### src/rtl/dma_xfer_pkg.sv
package dma_xfer_pkg;
  typedef enum logic [1:0] {
    STEP_INC     = 2'd0,
    STEP_DEC     = 2'd1,
    STEP_FIX     = 2'd2,
    STEP_INC_RLD = 2'd3
  } step_mode_e;

  typedef enum logic [1:0] {
    TIM_NOW     = 2'd0,
    TIM_VBL     = 2'd1,
    TIM_HBL     = 2'd2,
    TIM_SPECIAL = 2'd3
  } timing_e;

  typedef enum logic [2:0] {
    S_IDLE, S_RD, S_WR, S_WAIT, S_TAIL, S_FIN
  } xfer_state_e;
endpackage

### src/rtl/dma_xfer_step.sv
module dma_xfer_step
  import dma_xfer_pkg::*;
#(
  parameter int ADDR_W      = 28,
  parameter bit FREEZE_ZERO = 1'b0
) (
  input  logic [ADDR_W-1:0] addr_i,
  input  logic [1:0]        mode_i,
  input  logic              wide_i,
  output logic [ADDR_W-1:0] next_o
);
  logic [ADDR_W-1:0] step_w;
  assign step_w = wide_i ? ADDR_W'(4) : ADDR_W'(2);

  always_comb begin
    unique case (step_mode_e'(mode_i))
      STEP_DEC: next_o = addr_i - step_w;
      STEP_FIX: next_o = addr_i;
      default:  next_o = addr_i + step_w;
    endcase
    if (FREEZE_ZERO && addr_i == '0) next_o = addr_i;
  end
endmodule

### src/rtl/dma_xfer_cost.sv
module dma_xfer_cost #(
  parameter int REG_W = 4,
  parameter int WS_W  = 4,
  localparam int NREG  = 1 << REG_W,
  localparam int TBL_W = 4 * NREG * WS_W,
  localparam int CYC_W = WS_W + 2
) (
  input  logic [TBL_W-1:0] tbl_i,
  input  logic [REG_W-1:0] src_reg_i,
  input  logic [REG_W-1:0] dst_reg_i,
  input  logic             seq_i,
  input  logic             wide_i,
  output logic [CYC_W-1:0] cost_o
);
  localparam int IDX_W = REG_W + 2;
  logic [IDX_W-1:0] idx_s, idx_d;
  logic [WS_W-1:0]  ws_s, ws_d;

  assign idx_s = {seq_i, wide_i, src_reg_i};
  assign idx_d = {seq_i, wide_i, dst_reg_i};
  assign ws_s  = tbl_i[int'(idx_s)*WS_W +: WS_W];
  assign ws_d  = tbl_i[int'(idx_d)*WS_W +: WS_W];
  assign cost_o = CYC_W'(2) + CYC_W'(ws_s) + CYC_W'(ws_d);
endmodule

### src/rtl/dma_xfer_engine.sv
module dma_xfer_engine
  import dma_xfer_pkg::*;
#(
  parameter int ADDR_W     = 28,
  parameter int CNT_W      = 17,
  parameter int REG_W      = 4,
  parameter int WS_W       = 4,
  parameter int LOW_REGION = 8,
  localparam int NREG  = 1 << REG_W,
  localparam int TBL_W = 4 * NREG * WS_W,
  localparam int CYC_W = WS_W + 2
) (
  input  logic              clk_i,
  input  logic              rst_ni,
  input  logic              start_i,
  input  logic [1:0]        chan_i,
  input  logic [ADDR_W-1:0] src_i,
  input  logic [ADDR_W-1:0] dst_i,
  input  logic [CNT_W-1:0]  count_i,
  input  logic              wide_i,
  input  logic [1:0]        src_mode_i,
  input  logic [1:0]        dst_mode_i,
  input  logic              repeat_i,
  input  logic [1:0]        timing_i,
  input  logic              irq_en_i,
  input  logic              last_line_i,
  input  logic [TBL_W-1:0]  ws_tbl_i,
  output logic              mem_req_o,
  output logic              mem_we_o,
  output logic              mem_wide_o,
  output logic [ADDR_W-1:0] mem_addr_o,
  output logic [31:0]       mem_wdata_o,
  input  logic [31:0]       mem_rdata_i,
  input  logic              mem_ready_i,
  output logic              busy_o,
  output logic              unit_done_o,
  output logic              blk_done_o,
  output logic              irq_o,
  output logic              en_clr_o,
  output logic [ADDR_W-1:0] src_o,
  output logic [ADDR_W-1:0] dst_o
);
  xfer_state_e       state_q;
  logic [ADDR_W-1:0] src_q, dst_q, dst_base_q;
  logic [CNT_W-1:0]  cnt_q;
  logic [CYC_W-1:0]  t_q, t_inc, cost;
  logic [31:0]       hold_q;
  logic              first_q, wide_q, rep_q, irq_en_q, unit_done_q;
  logic [1:0]        chan_q, smode_q, dmode_q, tim_q;
  logic              cost_met, unit_end, low_region;
  logic [ADDR_W-1:0] src_al, dst_al;

  // pointer steppers: index 0 = source (frozen at zero), 1 = destination
  logic [ADDR_W-1:0] ptr   [2];
  logic [ADDR_W-1:0] ptr_n [2];
  logic [1:0]        pmode [2];
  assign ptr[0]   = src_q;
  assign ptr[1]   = dst_q;
  assign pmode[0] = smode_q;
  assign pmode[1] = dmode_q;

  for (genvar g = 0; g < 2; g++) begin : g_step
    dma_xfer_step #(.ADDR_W(ADDR_W), .FREEZE_ZERO(g == 0)) u_step (
      .addr_i (ptr[g]),
      .mode_i (pmode[g]),
      .wide_i (wide_q),
      .next_o (ptr_n[g])
    );
  end

  dma_xfer_cost #(.REG_W(REG_W), .WS_W(WS_W)) u_cost (
    .tbl_i     (ws_tbl_i),
    .src_reg_i (src_q[ADDR_W-1 -: REG_W]),
    .dst_reg_i (dst_q[ADDR_W-1 -: REG_W]),
    .seq_i     (~first_q),
    .wide_i    (wide_q),
    .cost_o    (cost)
  );

  assign src_al = {src_i[ADDR_W-1:2], src_i[1] & ~wide_i, 1'b0};
  assign dst_al = {dst_i[ADDR_W-1:2], dst_i[1] & ~wide_i, 1'b0};

  assign t_inc      = (t_q == '1) ? t_q : t_q + 1'b1;
  assign cost_met   = t_q >= cost - 1'b1;
  assign unit_end   = (state_q == S_WR && mem_ready_i && cost_met) ||
                      (state_q == S_WAIT && cost_met);
  assign low_region = (int'(src_q[ADDR_W-1 -: REG_W]) < LOW_REGION) ||
                      (int'(dst_q[ADDR_W-1 -: REG_W]) < LOW_REGION);

  always_ff @(posedge clk_i or negedge rst_ni) begin
    if (!rst_ni) begin
      state_q     <= S_IDLE;
      src_q       <= '0;
      dst_q       <= '0;
      dst_base_q  <= '0;
      cnt_q       <= '0;
      t_q         <= '0;
      hold_q      <= '0;
      first_q     <= 1'b0;
      wide_q      <= 1'b0;
      rep_q       <= 1'b0;
      irq_en_q    <= 1'b0;
      chan_q      <= '0;
      smode_q     <= '0;
      dmode_q     <= '0;
      tim_q       <= '0;
      unit_done_q <= 1'b0;
    end else begin
      unit_done_q <= 1'b0;
      unique case (state_q)
        S_IDLE: if (start_i) begin
          src_q      <= src_al;
          dst_q      <= dst_al;
          dst_base_q <= dst_al;
          cnt_q      <= count_i;
          wide_q     <= wide_i;
          smode_q    <= src_mode_i;
          dmode_q    <= dst_mode_i;
          rep_q      <= repeat_i;
          tim_q      <= timing_i;
          chan_q     <= chan_i;
          irq_en_q   <= irq_en_i;
          first_q    <= 1'b1;
          t_q        <= '0;
          state_q    <= (src_al != '0) ? S_RD : S_WR;
        end
        S_RD: begin
          t_q <= t_inc;
          if (mem_ready_i) begin
            hold_q  <= wide_q ? mem_rdata_i : {2{mem_rdata_i[15:0]}};
            state_q <= S_WR;
          end
        end
        S_WR: begin
          t_q <= t_inc;
          if (mem_ready_i) state_q <= S_WAIT;
        end
        S_WAIT: t_q <= t_inc;
        S_TAIL: begin
          t_q <= t_inc;
          if (t_q == CYC_W'(1)) state_q <= S_FIN;
        end
        S_FIN:   state_q <= S_IDLE;
        default: state_q <= S_IDLE;
      endcase

      if (unit_end) begin
        unit_done_q <= 1'b1;
        first_q     <= 1'b0;
        t_q         <= '0;
        cnt_q       <= cnt_q - 1'b1;
        src_q       <= ptr_n[0];
        if (cnt_q == CNT_W'(1)) begin
          dst_q   <= (step_mode_e'(dmode_q) == STEP_INC_RLD) ? dst_base_q : ptr_n[1];
          state_q <= low_region ? S_TAIL : S_FIN;
        end else begin
          dst_q   <= ptr_n[1];
          state_q <= (ptr_n[0] != '0) ? S_RD : S_WR;
        end
      end
    end
  end

  assign mem_req_o   = (state_q == S_RD) || (state_q == S_WR);
  assign mem_we_o    = (state_q == S_WR);
  assign mem_wide_o  = wide_q;
  assign mem_addr_o  = (state_q == S_WR) ? dst_q : src_q;
  assign mem_wdata_o = hold_q;

  assign busy_o      = (state_q != S_IDLE);
  assign unit_done_o = unit_done_q;
  assign blk_done_o  = (state_q == S_FIN);
  assign irq_o       = blk_done_o && irq_en_q;
  assign en_clr_o    = blk_done_o && (!rep_q || timing_e'(tim_q) == TIM_NOW ||
                       (chan_q == 2'd3 && timing_e'(tim_q) == TIM_SPECIAL && last_line_i));
  assign src_o       = src_q;
  assign dst_o       = dst_q;
endmodule

### config.mk
export PLATFORM = sky130hd
export DESIGN_NAME = dma_xfer_engine
export DESIGN_NICKNAME = d
export VERILOG_FILES = /design/src/rtl/dma_xfer_pkg.sv /design/src/rtl/dma_xfer_step.sv /design/src/rtl/dma_xfer_cost.sv /design/src/rtl/dma_xfer_engine.sv
export SDC_FILE = /design/constraint.sdc
export NUM_CORES = 1
export LEC_CHECK = 0
export BUFFER_PORTS_ARGS = -buffer_cell sky130_fd_sc_hd__buf_2
export CAP_MARGIN = 20
export CORE_AREA = 2 2 201 203
export DETAILED_ROUTE_END_ITERATION = 8
export DIE_AREA = 0 0 203 205
export PLACE_DENSITY_LB_ADDON = 0.1
export SYNTH_ARGS = -nofsm -noshare
export SYNTH_HDL_FRONTEND = slang
export SYNTH_HIERARCHICAL = 1
export SYNTH_SLANG_ARGS = --single-unit
### constraint.sdc
create_clock -name clk_i -period 12.7 [get_ports clk_i]
set_input_delay 2.54 -clock clk_i [delete_from_list [all_inputs] [get_ports clk_i]]
set_output_delay 2.54 -clock clk_i [all_outputs]
set_load 0.01 [all_outputs]
==> out/results.txt <==
Status -> completed
H-tree levels -> 4
Dpl cells -> 2,631
Hold_buf cts -> 0
Synth area leader -> dfrtp_1
Crit Path Max Fanout -> 45
Crit path to -> cnt_q[7]
IO buf count -> 498
Final ANT Viol Nets -> 0
DP Area -> 18,100 µm²
First-pass GRT wire length -> 95,400 µm
Cells after synthesis -> 1,743
Leak Pwr -> 8.18 nW
Core ar. -> 39,400 µm²
Die area -> 41,600 µm²
Synth unique cells -> 93
Crit path required time -> 13.02 ns
Setup crit end kind -> register
GRT overflow -> 0
Setup Buffers After CTS -> 0
Delay-heaviest family, CP -> simple AND/OR/NAND/NOR gates
Crit path depth -> 20
Critical path origin -> ws_tbl_i[230]
Hold path startpoint -> dst_base_q[7]
Pre-CTS setup slack -> 4.19 ns
Final #Nets -> 2,527
Pre-antenna DRT Iters -> 5
Mapped cell area -> 15,600 µm²
RR Endpoint -> cnt_q[7]
Proportion of layout cells with a drive suffix above 1 -> 35.4%
Fillcell total -> 3,936
Commonest non-fill, non-tap cells in the layout -> buf_2 (497), nand2_1 (294), dfrtp_1 (147)
FF+latch count, synth -> 154
Post_cts resized -> 0
Via count -> 16.2k
WP data arrival -> 8.40 ns
Ys Warns -> 6
Reg2Reg Depth -> 22
Syn Area/Cell -> 8.93 µm²
Mapped Nets -> 2,145
CTS tree -> built
Largest net degree at the start of global routing -> 89
VDD IR max -> 0.283 mV
Die width -> 203 µm
Post-synth top area share -> 24.8%
Initial antenna violation count -> 6
Row cnt -> 73
Reg2reg setup slack -> 5.38 ns
Total Wirelength -> 63,400 µm
Vias in the first global route -> 15.8k
Total CTS buffers -> 17
Register area share after synthesis -> 24.8%
Final setup margin -> 4.61 ns
Worst R2R Start -> dst_o[24]
Initial Utilization -> 39.5%
Crit path largest cell delay -> 0.65 ns
Finished Cell Area -> 18,700 µm²
Hold crit path type -> reg2reg
Worst Clk Skew -> 0.0110 ns
Final period demand of the worst path -> 8.09 ns
Worst Setup Start Kind -> input port
Clock sink total -> 154
Largest cells by area after synthesis -> dfrtp_1 (25%), mux4_2 (18%), nand2_1 (7.1%), mux2i_1 (3.5%), mux2_2 (3.3%)
Die Height -> 205 µm
RSZ-0062 raised after global routing -> false
Final Hold Viols -> 0
Post-route insts no fill -> 2,669
Worst-skew pair later-pin latency -> 0.44 ns
Final setup violation count -> 0
DR iter-0 viols -> 1,306
Ys flop type -> dfrtp_1
Worst slew pin tran -> 1.03 ns
Final Slew Violations -> 0
Crit Path Category -> in2reg
Max_cap viols -> 0
Tcrit/Tclk final -> 63.7%
Average wire per standard cell -> 23.8 µm
Clock tree root buffer cell -> clkbuf_16
Reg clk slew, reported paths -> 0.07 ns
RD Place Congestion -> 0.936
Area growth from synthesis to layout -> 20.4%
Maximum clock path buffer count -> 2
I/O pins -> 501
Post-synth EDFFs -> 0
Post-layout util -> 47.6%
Dpl hpwl -> 48,500 µm
Commonest non-fill, non-tap cell in the layout -> buf_2
Buf/Inv on CP -> 4
Setup Total Neg Slack -> 0 ns
Fmax -> 124 MHz
Total Routing Usage GR -> 29.7%
Slowest CP cell -> inv_2
# DRC -> 0
Vias per cell -> 6.05
Pwr/cell area -> 320 nW/µm²
Synth async-reset ratio -> 100%
Max-slew headroom at the worst pin -> 31.2%
Critical path cell sequence -> buf_2 > mux4_1 > mux4_2 > nand2b_1 > nand4_1 > or3b_1 > ha_1 > inv_1 > fa_1 > inv_1 > or3_1 > nor3_1 > xnor2_1 > ha_1 > nand4_1 > o21bai_1 > nand2_2 > inv_2 > nand2_1 > o311ai_0
-- cells in the mapped netlist (6+ instances only) --
cell / instances
mux4_2: 124
o21ai_0: 45
clkbuf_1: 82
a31oi_1: 38
o311ai_0: 6
a211oi_1: 32
buf_6: 11
nand2_1: 296
buf_2: 28
a22oi_1: 50
nor3_1: 40
and3_1: 12
ha_1: 24
mux2_2: 45
nor4_1: 42
a21oi_1: 65
buf_1: 12
buf_4: 19
nand4_1: 27
o211ai_1: 19
or3_1: 33
or2_2: 8
o31ai_1: 9
xnor2_1: 28
and2_1: 14
o22ai_1: 24
nor2_1: 99
a32oi_1: 7
or4_1: 12
nand2b_1: 17
o21a_1: 6
o221ai_1: 8
dfrtp_1: 154
xor2_1: 30
nor2b_1: 42
mux2i_1: 55
inv_1: 26
nand3_1: 54
-- stage by stage --
stage / hold slack [ns] / power [mW]
detailed placement: 0.459 / 5.46
finish: 0.475 / 6.00
CTS: 0.479 / 6.02
global placement: 0.455 / 5.40
global route: 0.491 / 6.52
floorplan: 0.437 / 4.19
-- kinds of logic (layout without fill, tap and decap cells) --
group / Yosys count / count (layout) / synth area share (%)
mux: 226 / 226 / 25.1
other cells: 0 / 6 / 0
flops: 154 / 154 / 24.8
buf+inv: 181 / 576 / 5.61
fa+ha+maj: 25 / 25 / 2.06
xor+xnor: 58 / 58 / 3.26
simple gates: 739 / 739 / 23.5
compound gates: 360 / 360 / 15.8
-- final cells by class --
cell class / instances / area, µm² / area share (%)
Tap cell: 525 / 657 / 3.51
Inverter: 27 / 101 / 0.541
Sequential cell: 154 / 3870 / 20.7
Clock inverter: 14 / 160 / 0.855
Antenna cell: 6 / 15.0 / 0.0801
Timing Repair Buffer: 517 / 2640 / 14.1
Clock buffer: 18 / 429 / 2.29
Multi-Input combinational cell: 1408 / 10900 / 58.0
-- metal layers --
| metal | global-route usage [%] | up-vias | share of wire (%) |
|---|---|---|---|
| li1 | - | 7401 | - |
| met1 | 37.9 | 7936 | 41 |
| met2 | 51.1 | 730 | 49 |
| met3 | 5.90 | 85 | 7.8 |
| met4 | 8.58 | 4 | 2.2 |
| met5 | 0 | - | 0.027 |
-- power breakdown --
| group | total [mW] | internal, mW | switching [mW] |
|---|---|---|---|
| registers | 1.28 | 0.763 | 0.513 |
| clock network | 0.535 | 0.295 | 0.240 |
| logic | 4.19 | 1.72 | 2.47 |
| total | 6.00 | 2.78 | 3.22 |
-- sequential cells by signal, indices dropped and copies added (netlist names), 3 cells and up --
signal,flops
dst_o,28
dst_base_q,27
t_q,6
cnt_q,17
src_o,28
state_q,3
mem_wdata_o,32
-- worst min path at each step --
stage | end | slack (ns) | cells after the start
finish | dst_base_q[7] | 0.48 | 2
detailed placement | chan_q[0] | 0.46 | 2
CTS | irq_en_q | 0.48 | 2
global route | dst_base_q[7] | 0.49 | 2
floorplan | chan_q[1] | 0.44 | 2
global placement | chan_q[0] | 0.45 | 2
-- worst reg2reg max path, cell delays in order (launching register included) --
cell       delay, ns
dfrtp_4         0.61
buf_4           0.81
mux4_2          0.66
a22oi_1         0.41
a31oi_1         0.14
a21oi_1         0.15
a2bb2oi_1       0.22
ha_1            0.26
inv_1           0.06
ha_1            0.17
inv_1           0.06
fa_1            0.48
inv_1           0.07
or3_1           0.39
nor3_1          0.19
xnor2_1         0.11
ha_1            0.33
nand4_1         0.12
o21bai_1        0.58
nand2_2         0.11
inv_2           0.65
nand2_1         0.26
o311ai_0        0.36
Note: power is estimated with default switching activity, not from simulation.
